### src/rtl/blink_sel_pkg.sv
// Package: shared phase encoding and control-field bit positions for the
// two-phase blink selector. Assumes nothing beyond IEEE 1800-2017.
package blink_sel_pkg;
    typedef enum logic {
        PH_ZERO = 1'b0,
        PH_ONE  = 1'b1
    } phase_e;

    localparam int CTL_W        = 2;
    localparam int CTL_EN_BIT   = 0;
    localparam int CTL_FLIP_BIT = 1;
endpackage

### src/rtl/blink_sync.sv
// Module: blink_sync
// Multi-stage synchronizer for one asynchronous level. Output lags the input
// by STAGES rising edges. Assumes STAGES >= 2 and synchronous active-low reset
// clearing every stage to 0.
module blink_sync #(
    parameter int STAGES = 2
) (
    input  logic clk,
    input  logic rst_n,
    input  logic d,
    output logic q
);
    logic [STAGES-1:0] chain;

    // Shift the sampled level one stage per clock; clear on reset.
    always_ff @(posedge clk) begin
        if (!rst_n) chain <= '0;
        else        chain <= {chain[STAGES-2:0], d};
    end

    assign q = chain[STAGES-1];
endmodule

### src/rtl/blink_phase_calc.sv
// Module: blink_phase_calc
// Derives the active blink phase from the synchronized pin level and the
// control field. Assumes the pin level is already in the clock domain.
module blink_phase_calc
    import blink_sel_pkg::*;
(
    input  logic             pin_lvl,
    input  logic [CTL_W-1:0] ctl,
    output phase_e           phase
);
    logic en_bit;
    logic flip_bit;

    assign en_bit   = ctl[CTL_EN_BIT];
    assign flip_bit = ctl[CTL_FLIP_BIT];

    // Phase is pin XOR flip when enabled, else forced to phase zero.
    always_comb begin
        if (en_bit && (pin_lvl ^ flip_bit)) phase = PH_ONE;
        else                                phase = PH_ZERO;
    end
endmodule

### src/rtl/blink_port_mux.sv
// Module: blink_port_mux
// Per-output two-way selector between the phase-zero and phase-one images.
// Purely combinational; assumes both images are stable register outputs.
module blink_port_mux
    import blink_sel_pkg::*;
#(
    parameter int PORTS = 9
) (
    input  phase_e           phase,
    input  logic [PORTS-1:0] img0,
    input  logic [PORTS-1:0] img1,
    output logic [PORTS-1:0] sel
);
    for (genvar i = 0; i < PORTS; i++) begin : g_port
        // Pick this output's bit from the image of the active phase.
        always_comb begin
            sel[i] = (phase == PH_ONE) ? img1[i] : img0[i];
        end
    end
endmodule

### src/rtl/blink_phase_selector.sv
// Module: blink_phase_selector (top)
// Selects nine output levels from two patterns by blink phase and reports the
// synchronized blink pin. Assumes pattern and control inputs come from a
// register file in the clk domain; blink_pin may be asynchronous.
module blink_phase_selector
    import blink_sel_pkg::*;
#(
    parameter int BYTE_W      = 8,
    parameter int EXTRA_W     = 1,
    parameter int SYNC_STAGES = 2
) (
    input  logic                      clk,
    input  logic                      rst_n,
    input  logic                      blink_pin,
    input  logic [CTL_W-1:0]          ctl,
    input  logic [BYTE_W-1:0]         phase0_byte,
    input  logic [BYTE_W-1:0]         phase1_byte,
    input  logic [EXTRA_W-1:0]        hi_phase0,
    input  logic [EXTRA_W-1:0]        hi_phase1,
    output logic [BYTE_W+EXTRA_W-1:0] port_rel,
    output logic                      blink_status
);
    localparam int PORTS = BYTE_W + EXTRA_W;

    logic              pin_lvl;
    phase_e            phase;
    logic [PORTS-1:0]  img0;
    logic [PORTS-1:0]  img1;

    blink_sync #(.STAGES(SYNC_STAGES)) u_sync (
        .clk   (clk),
        .rst_n (rst_n),
        .d     (blink_pin),
        .q     (pin_lvl)
    );

    blink_phase_calc u_phase (
        .pin_lvl (pin_lvl),
        .ctl     (ctl),
        .phase   (phase)
    );

    // Assemble each phase image: byte pattern low, configuration bits high.
    always_comb begin
        img0 = {hi_phase0, phase0_byte};
        img1 = {hi_phase1, phase1_byte};
    end

    blink_port_mux #(.PORTS(PORTS)) u_mux (
        .phase (phase),
        .img0  (img0),
        .img1  (img1),
        .sel   (port_rel)
    );

    assign blink_status = pin_lvl;
endmodule

### config.mk
export PLATFORM = sky130hd
export DESIGN_NAME = blink_phase_selector
export DESIGN_NICKNAME = d
export VERILOG_FILES = /design/src/rtl/blink_sel_pkg.sv /design/src/rtl/blink_sync.sv /design/src/rtl/blink_phase_calc.sv /design/src/rtl/blink_port_mux.sv /design/src/rtl/blink_phase_selector.sv
export SDC_FILE = /design/constraint.sdc
export NUM_CORES = 1
export LEC_CHECK = 0
export ABC_CLOCK_PERIOD_IN_PS = 1000
export BUFFER_PORTS_ARGS = -buffer_cell sky130_fd_sc_hd__buf_2
export CAP_MARGIN = 25
export CORE_AREA = 2 2 39 41
export DETAILED_ROUTE_END_ITERATION = 12
export DIE_AREA = 0 0 41 43
export GPL_ROUTABILITY_DRIVEN = 0
export SLEW_MARGIN = 0
export SYNTH_ARGS = -nofsm -noshare
export SYNTH_HDL_FRONTEND = slang
export SYNTH_HIERARCHICAL = 1
export SYNTH_SLANG_ARGS = --single-unit
### constraint.sdc
create_clock -name clk -period 1 [get_ports clk]
set_input_delay 0.1 -clock clk [delete_from_list [all_inputs] [get_ports clk]]
set_output_delay 0.1 -clock clk [all_outputs]
set_load 0.005 [all_outputs]
==> results of run 1 <==
[placed cells by master, fill, tap and decap left out]
cell / netlist / routed
buf_2: 0 / 22
buf_6: 1 / 10
mux2_4: 9 / 9
clkbuf_4: 0 / 3
and2_4: 0 / 2
buf_4: 0 / 2
and2_1: 3 / 2
xor2_2: 0 / 1
dfxtp_1: 2 / 1
dfxtp_2: 0 / 1
[stage by stage]
step                TNS (ps)  cell area [sq um]  hold WS [ps]   power, W  std cells
global route           -4765              503.0         90.21  0.0005251         69
detailed placement     -4886              391.6         302.6  0.0002535         64
CTS                    -4382              496.7         68.16  0.0005008         69
floorplan              -1149              215.2         221.6  0.0001713         16
global placement       -4085              391.6         302.6  0.0002506         64
finish                 -4268              503.0         75.19  0.0004871         69
[kinds of logic (layout without fill, tap and decap cells)]
group / Yosys count / count (layout) / synth area share (%)
DFF: 2 / 2 / 18.71
muxes: 9 / 9 / 63.16
xor gates and xnor gates: 1 / 1 / 4.094
and+or+nand+nor: 3 / 4 / 8.773
buffers and inverters: 1 / 37 / 5.263
[cells in the mapped netlist]
master,instances
buf_6,1
and2_1,3
dfxtp_1,2
xor2_1,1
mux2_4,9
[power groups by stage]
stage	Sequential [W]	Combinational, W	Clock [W]
after floorplan	0.0000870	0.0000844	0
after global placement	0.0000868	0.000164	0
after detailed placement	0.0000873	0.000166	0
after CTS	0.0000865	0.000221	0.000194
after global routing	0.0000871	0.000236	0.000202
final	0.0000868	0.000219	0.000182
[layout make-up]
| cell class | count | area share, % |
|---|---|---|
| Timing Repair Buffer | 34 | 47.26 |
| Clock buffer | 3 | 4.478 |
| Sequential cell | 2 | 8.209 |
| Tap cell | 16 | 3.980 |
| Multi-Input combinational cell | 14 | 36.07 |
[per-layer routing]
metal  vias up  wire length [um]  global-route usage [%]
li1        130                 -                       -
met1       115               376                   14.42
met2        35               277                   13.75
met3         4               161                   4.188
met4         0                41                   16.00
met5         -                 0                       0
[worst max path at each step]
stage / from / to / slack (ps)
6_report: u_sync/chain[1] / port_rel[0] / -490
5_1_grt: u_sync/chain[1] / port_rel[0] / -540
4_1_cts: u_sync/chain[1] / port_rel[0] / -500
3_5_place_dp: u_sync/chain[1] / port_rel[0] / -550
3_3_place_gp: u_sync/chain[1] / port_rel[0] / -460
2_1_floorplan: u_sync/chain[1] / port_rel[0] / -130
[timing repair]
item,4_1_cts,5_1_grt
cloned,1,0
pin swaps,3,2
setup endpoints to repair,9,10
gates resized for setup,13,1
buffers inserted,1,0
==> flow_summary.json, run 1 <==
{
  "status": "complete, but fails checks",
  "violations": "negative setup slack",
  "diodes": 0,
  "clockRootBuffer": "clkbuf_4",
  "grt_pass1_wl_mm": 1.255,
  "antenna_found_initial": 0,
  "yosysTopAreaCell": "mux2_4",
  "worst_slack_ps": -488.3,
  "maxSlewViolCount": 0,
  "cts_made_buffers": 3,
  "crit_arrival_ps": 1390,
  "cts_hold_buf": 0,
  "fp.dieH_um": 43,
  "top_register": "u_sync/chain",
  "synth.avg_cell_area_sq_um": 13.37,
  "netlist.area_leader.share_pct": 63.16,
  "layout.nets": 78,
  "coreArea_sq_mm": 0.001384,
  "routed_wl_um": 857,
  "hold-path-endpoint": "u_sync/chain[0]",
  "dr.pass1.iters": 2,
  "leakagePower_nw": 0.2770,
  "yosysSeqAreaShare_pct": 18.71,
  "critPathTopFamily": "flip-flops",
  "regArea_sq_um": 41.29,
  "num_io_pins": 33,
  "cts_tree": "built",
  "fin_crit_ps": 1488,
  "max_freq_mhz": 671.9,
  "required_ps": 900,
  "reg.largest.list": "u_sync/chain: 2 flops",
  "pre_cts_slack_ps": -549.9,
  "hp-start": "blink_pin",
  "clock_skew_ps": 7.436,
  "wl_per_cell_um": 12.42,
  "ys_ff_latch": 2,
  "power.density_mw_per_mm2": 968.4,
  "via_per_inst": 4.116,
  "worst_setup_path_end_kind": "primary output",
  "area_growth_pct": 135.1,
  "ir_worst_vdd_mv": 0.4845,
  "drive_gt1_share_pct": 94.34,
  "rr_endpoint": "u_sync/chain[1]",
  "path_buf_inv": 1,
  "critPathKind": "register to primary output",
  "rsz0062_at_grt": "true",
  "clkPwrFrac_pct": 37.3,
  "fp.dieW_um": 41,
  "swShare_pct": 24.05,
  "clk_pin_slew_ps": 30,
  "p_switching_w": 0.0001172,
  "cts.sinks": 2,
  "grt_pass1_vias": 298,
  "multiInputGateArea_sq_um": 181.4,
  "track_usage_pct": 12.14,
  "synth.distinct_cells": 5,
  "hold_viol": 0,
  "clockBufferDepth": 2,
  "port_buffers": 32,
  "r2r_slack_ps": 470,
  "path_max_fanout": 5,
  "crit_path_max_incr_delay_ps": 320,
  "whs_path_depth": 2,
  "power_frac_comb_pct": 44.9,
  "period_share_pct": 148.8,
  "syn-num-nets": 39,
  "worstSetupStartpointType": "register",
  "critPathSlowestCell": "dfxtp_2",
  "setup_violations": 10,
  "ant_nets": 0,
  "start_util_pct": 15.46,
  "cp.depth": 4,
  "slew_headroom_pct": 90.28,
  "ff2ff_path_depth": 1,
  "p_int_w": 0.0003700,
  "rows": 14,
  "yosys_warnings": 6,
  "htreeDepth": 1,
  "maxCapViolCount": 0,
  "tightest_slew_ps": 145.7,
  "clock_latency_ps": 230,
  "synth_area_sq_um": 214.0,
  "path_cells": "xor2_2 > and2_4 > mux2_4 > buf_6",
  "hp-class": "input pin to register",
  "dieArea_sq_mm": 0.001763,
  "seqPwrFrac_pct": 17.8,
  "fin_util_pct": 36.35,
  "synth_area_leaders": "mux2_4 63%, dfxtp_1 19%, and2_1 8.8%",
  "syn_inst": 16,
  "grt_max_degree": 6,
  "grt-ovfl-total": 0,
  "drt_iter0_markers": 1,
  "dr_total_vias": 284,
  "r2r-start": "u_sync/chain[0]",
  "n_fill_cell": 150,
  "largest_reg_flops": 2,
  "drc": 0
}
No activity file was read; power rests on OpenSTA's default activity.
==> run 2, diff against run 1 <==
ABC_CLOCK_PERIOD_IN_PS = unset   (was 1000)
TNS_END_PERCENT = 10   (was unset)
==> run 2 against run 1 <==
Compared with the run above: the flow still finishes with violations (negative setup slack); sequential power about the same; via count is the same; register-to-register slack hardly changed; routed wire length rose by 0.12%; worst hold slack did not move; critical path depth stayed put; power shrank 0.41%; clock power hardly changed; clock-buffer cell count unchanged; final cell count stayed put; design area is 1.2% lower; critical endpoint unchanged; largest cell class unchanged; largest power group unchanged.
==> flow_summary.json, run 2 (synthesized netlist as in run 1, its figures left out) <==
{
  "r2r_slack_ps": 470,
  "grt_pass1_vias": 298,
  "drt_iter0_markers": 1,
  "crit_arrival_ps": 1390,
  "start_util_pct": 15.46,
  "hp-class": "input pin to register",
  "coreArea_sq_mm": 0.001384,
  "rows": 14,
  "cts_hold_buf": 0,
  "place_area_sq_um": 391.6,
  "rsz0062_at_grt": "true",
  "drc": 0,
  "leakagePower_nw": 0.2761,
  "path_buf_inv": 1,
  "layout_commonest_cell": "buf_2",
  "critPathSlowestCell": "dfxtp_2",
  "wl_per_cell_um": 12.43,
  "crit_path_max_incr_delay_ps": 320,
  "whs_path_depth": 2,
  "setup_violations": 10,
  "antenna_found_initial": 0,
  "cts.sinks": 2,
  "ff2ff_path_depth": 1,
  "layoutNonFillerInstCount": 69,
  "cts_tree": "built",
  "ir_worst_vdd_mv": 0.4843,
  "hp-start": "blink_pin",
  "reg.largest.list": "u_sync/chain: 2 flops",
  "worst_slack_ps": -488.8,
  "path_cells": "xor2_2 > and2_4 > mux2_4 > buf_6",
  "pre_cts_slack_ps": -549.9,
  "rr_endpoint": "u_sync/chain[1]",
  "ant_nets": 0,
  "clockBufferDepth": 2,
  "hold-path-endpoint": "u_sync/chain[0]",
  "fin_crit_ps": 1489,
  "power.density_mw_per_mm2": 976.6,
  "period_share_pct": 148.9,
  "layout_common_cells": "23 x buf_2, 9 x buf_6, 9 x mux2_4, 3 x clkbuf_4",
  "num_io_pins": 33,
  "clk_pin_slew_ps": 30,
  "grt-ovfl-total": 0,
  "dp.cells": 64,
  "critPathTopFamily": "flip-flops",
  "dieArea_sq_mm": 0.001763,
  "path_max_fanout": 5,
  "top_register": "u_sync/chain",
  "hold_viol": 0,
  "max_freq_mhz": 671.7,
  "seqPwrFrac_pct": 17.9,
  "swShare_pct": 24.10,
  "fp.dieH_um": 43,
  "final_cell_area_sq_um": 496.7,
  "slew_headroom_pct": 90.28,
  "clkPwrFrac_pct": 37.4,
  "worst_setup_path_end_kind": "primary output",
  "diodes": 0,
  "drive_gt1_share_pct": 94.34,
  "worstSetupStartpointType": "register",
  "maxSlewViolCount": 0,
  "htreeDepth": 1,
  "power_frac_comb_pct": 44.7,
  "clockRootBuffer": "clkbuf_4",
  "maxCapViolCount": 0,
  "routed_wl_um": 858,
  "fp.dieW_um": 41,
  "cts_made_buffers": 3,
  "port_buffers": 32,
  "largest_reg_flops": 2,
  "area_growth_pct": 132.2,
  "layout.nets": 78,
  "p_switching_w": 0.0001169,
  "grt_pass1_wl_mm": 1.255,
  "status": "complete, but fails checks",
  "track_usage_pct": 12.14,
  "required_ps": 900,
  "r2r-start": "u_sync/chain[0]",
  "via_per_inst": 4.116,
  "dr.pass1.iters": 2,
  "clock_latency_ps": 230,
  "violations": "negative setup slack",
  "grt_max_degree": 6,
  "dr_total_vias": 284,
  "p_int_w": 0.0003682,
  "clock_skew_ps": 7.436,
  "critPathKind": "register to primary output",
  "tightest_slew_ps": 145.7
}
## run 2: changes by cell type in the layout (fill, tap and decap cells not counted)
| cell | delta |
|---|---|
| buf_2 | +1 |
| buf_6 | -1 |
## run 2: repair_timing
item,CTS,global route
buffers inserted,1,0
endpoints found under the setup margin,9,10
resized for setup,13,0
endpoints found under the hold margin,0,0
gates cloned,1,0
pin swaps,3,2
## run 2: worst max-delay path by stage
stage | from | slack (ps) | depth (start not counted) | end
after floorplan | u_sync/chain[1] | -130 | 4 | port_rel[0]
after global placement | u_sync/chain[1] | -460 | 4 | port_rel[0]
after detailed placement | u_sync/chain[1] | -550 | 4 | port_rel[0]
after CTS | u_sync/chain[1] | -500 | 4 | port_rel[0]
after global routing | u_sync/chain[1] | -540 | 4 | port_rel[0]
final | u_sync/chain[1] | -490 | 4 | port_rel[0]
## run 2: routing by layer
layer	vias up	wire, um	track usage (%)
met2	35	277	13.75
li1	130	-	-
met3	4	167	4.188
met4	0	41	16.00
met5	-	0	0
met1	115	372	14.42
## run 2: power by group through the flow
stage,clock network (W),registers [W],logic (W)
after floorplan,0,0.0000870,0.0000844
after global placement,0,0.0000868,0.000164
after detailed placement,0,0.0000873,0.000166
after CTS,0.000194,0.0000865,0.000221
after global routing,0.000202,0.0000871,0.000233
final,0.000182,0.0000868,0.000217
## run 2: layout make-up
type | count | area [sq um]
multi-input cells | 14 | 181.4
well taps | 16 | 20.02
fillers | 150 | 887.1
clock buffers | 3 | 22.52
repair buffers | 34 | 231.5
flip-flops and latches | 2 | 41.29
## run 2: stage by stage
step	power (W)	hold slack [ps]	setup TNS (ps)	utilization, %
2_1_floorplan	0.0001713	221.6	-1149	-
3_3_place_gp	0.0002506	302.6	-4085	28.30
3_5_place_dp	0.0002535	302.6	-4886	28.30
4_1_cts	0.0005008	68.16	-4382	35.90
5_1_grt	0.0005229	90.21	-4773	35.90
6_report	0.0004851	75.19	-4274	35.90
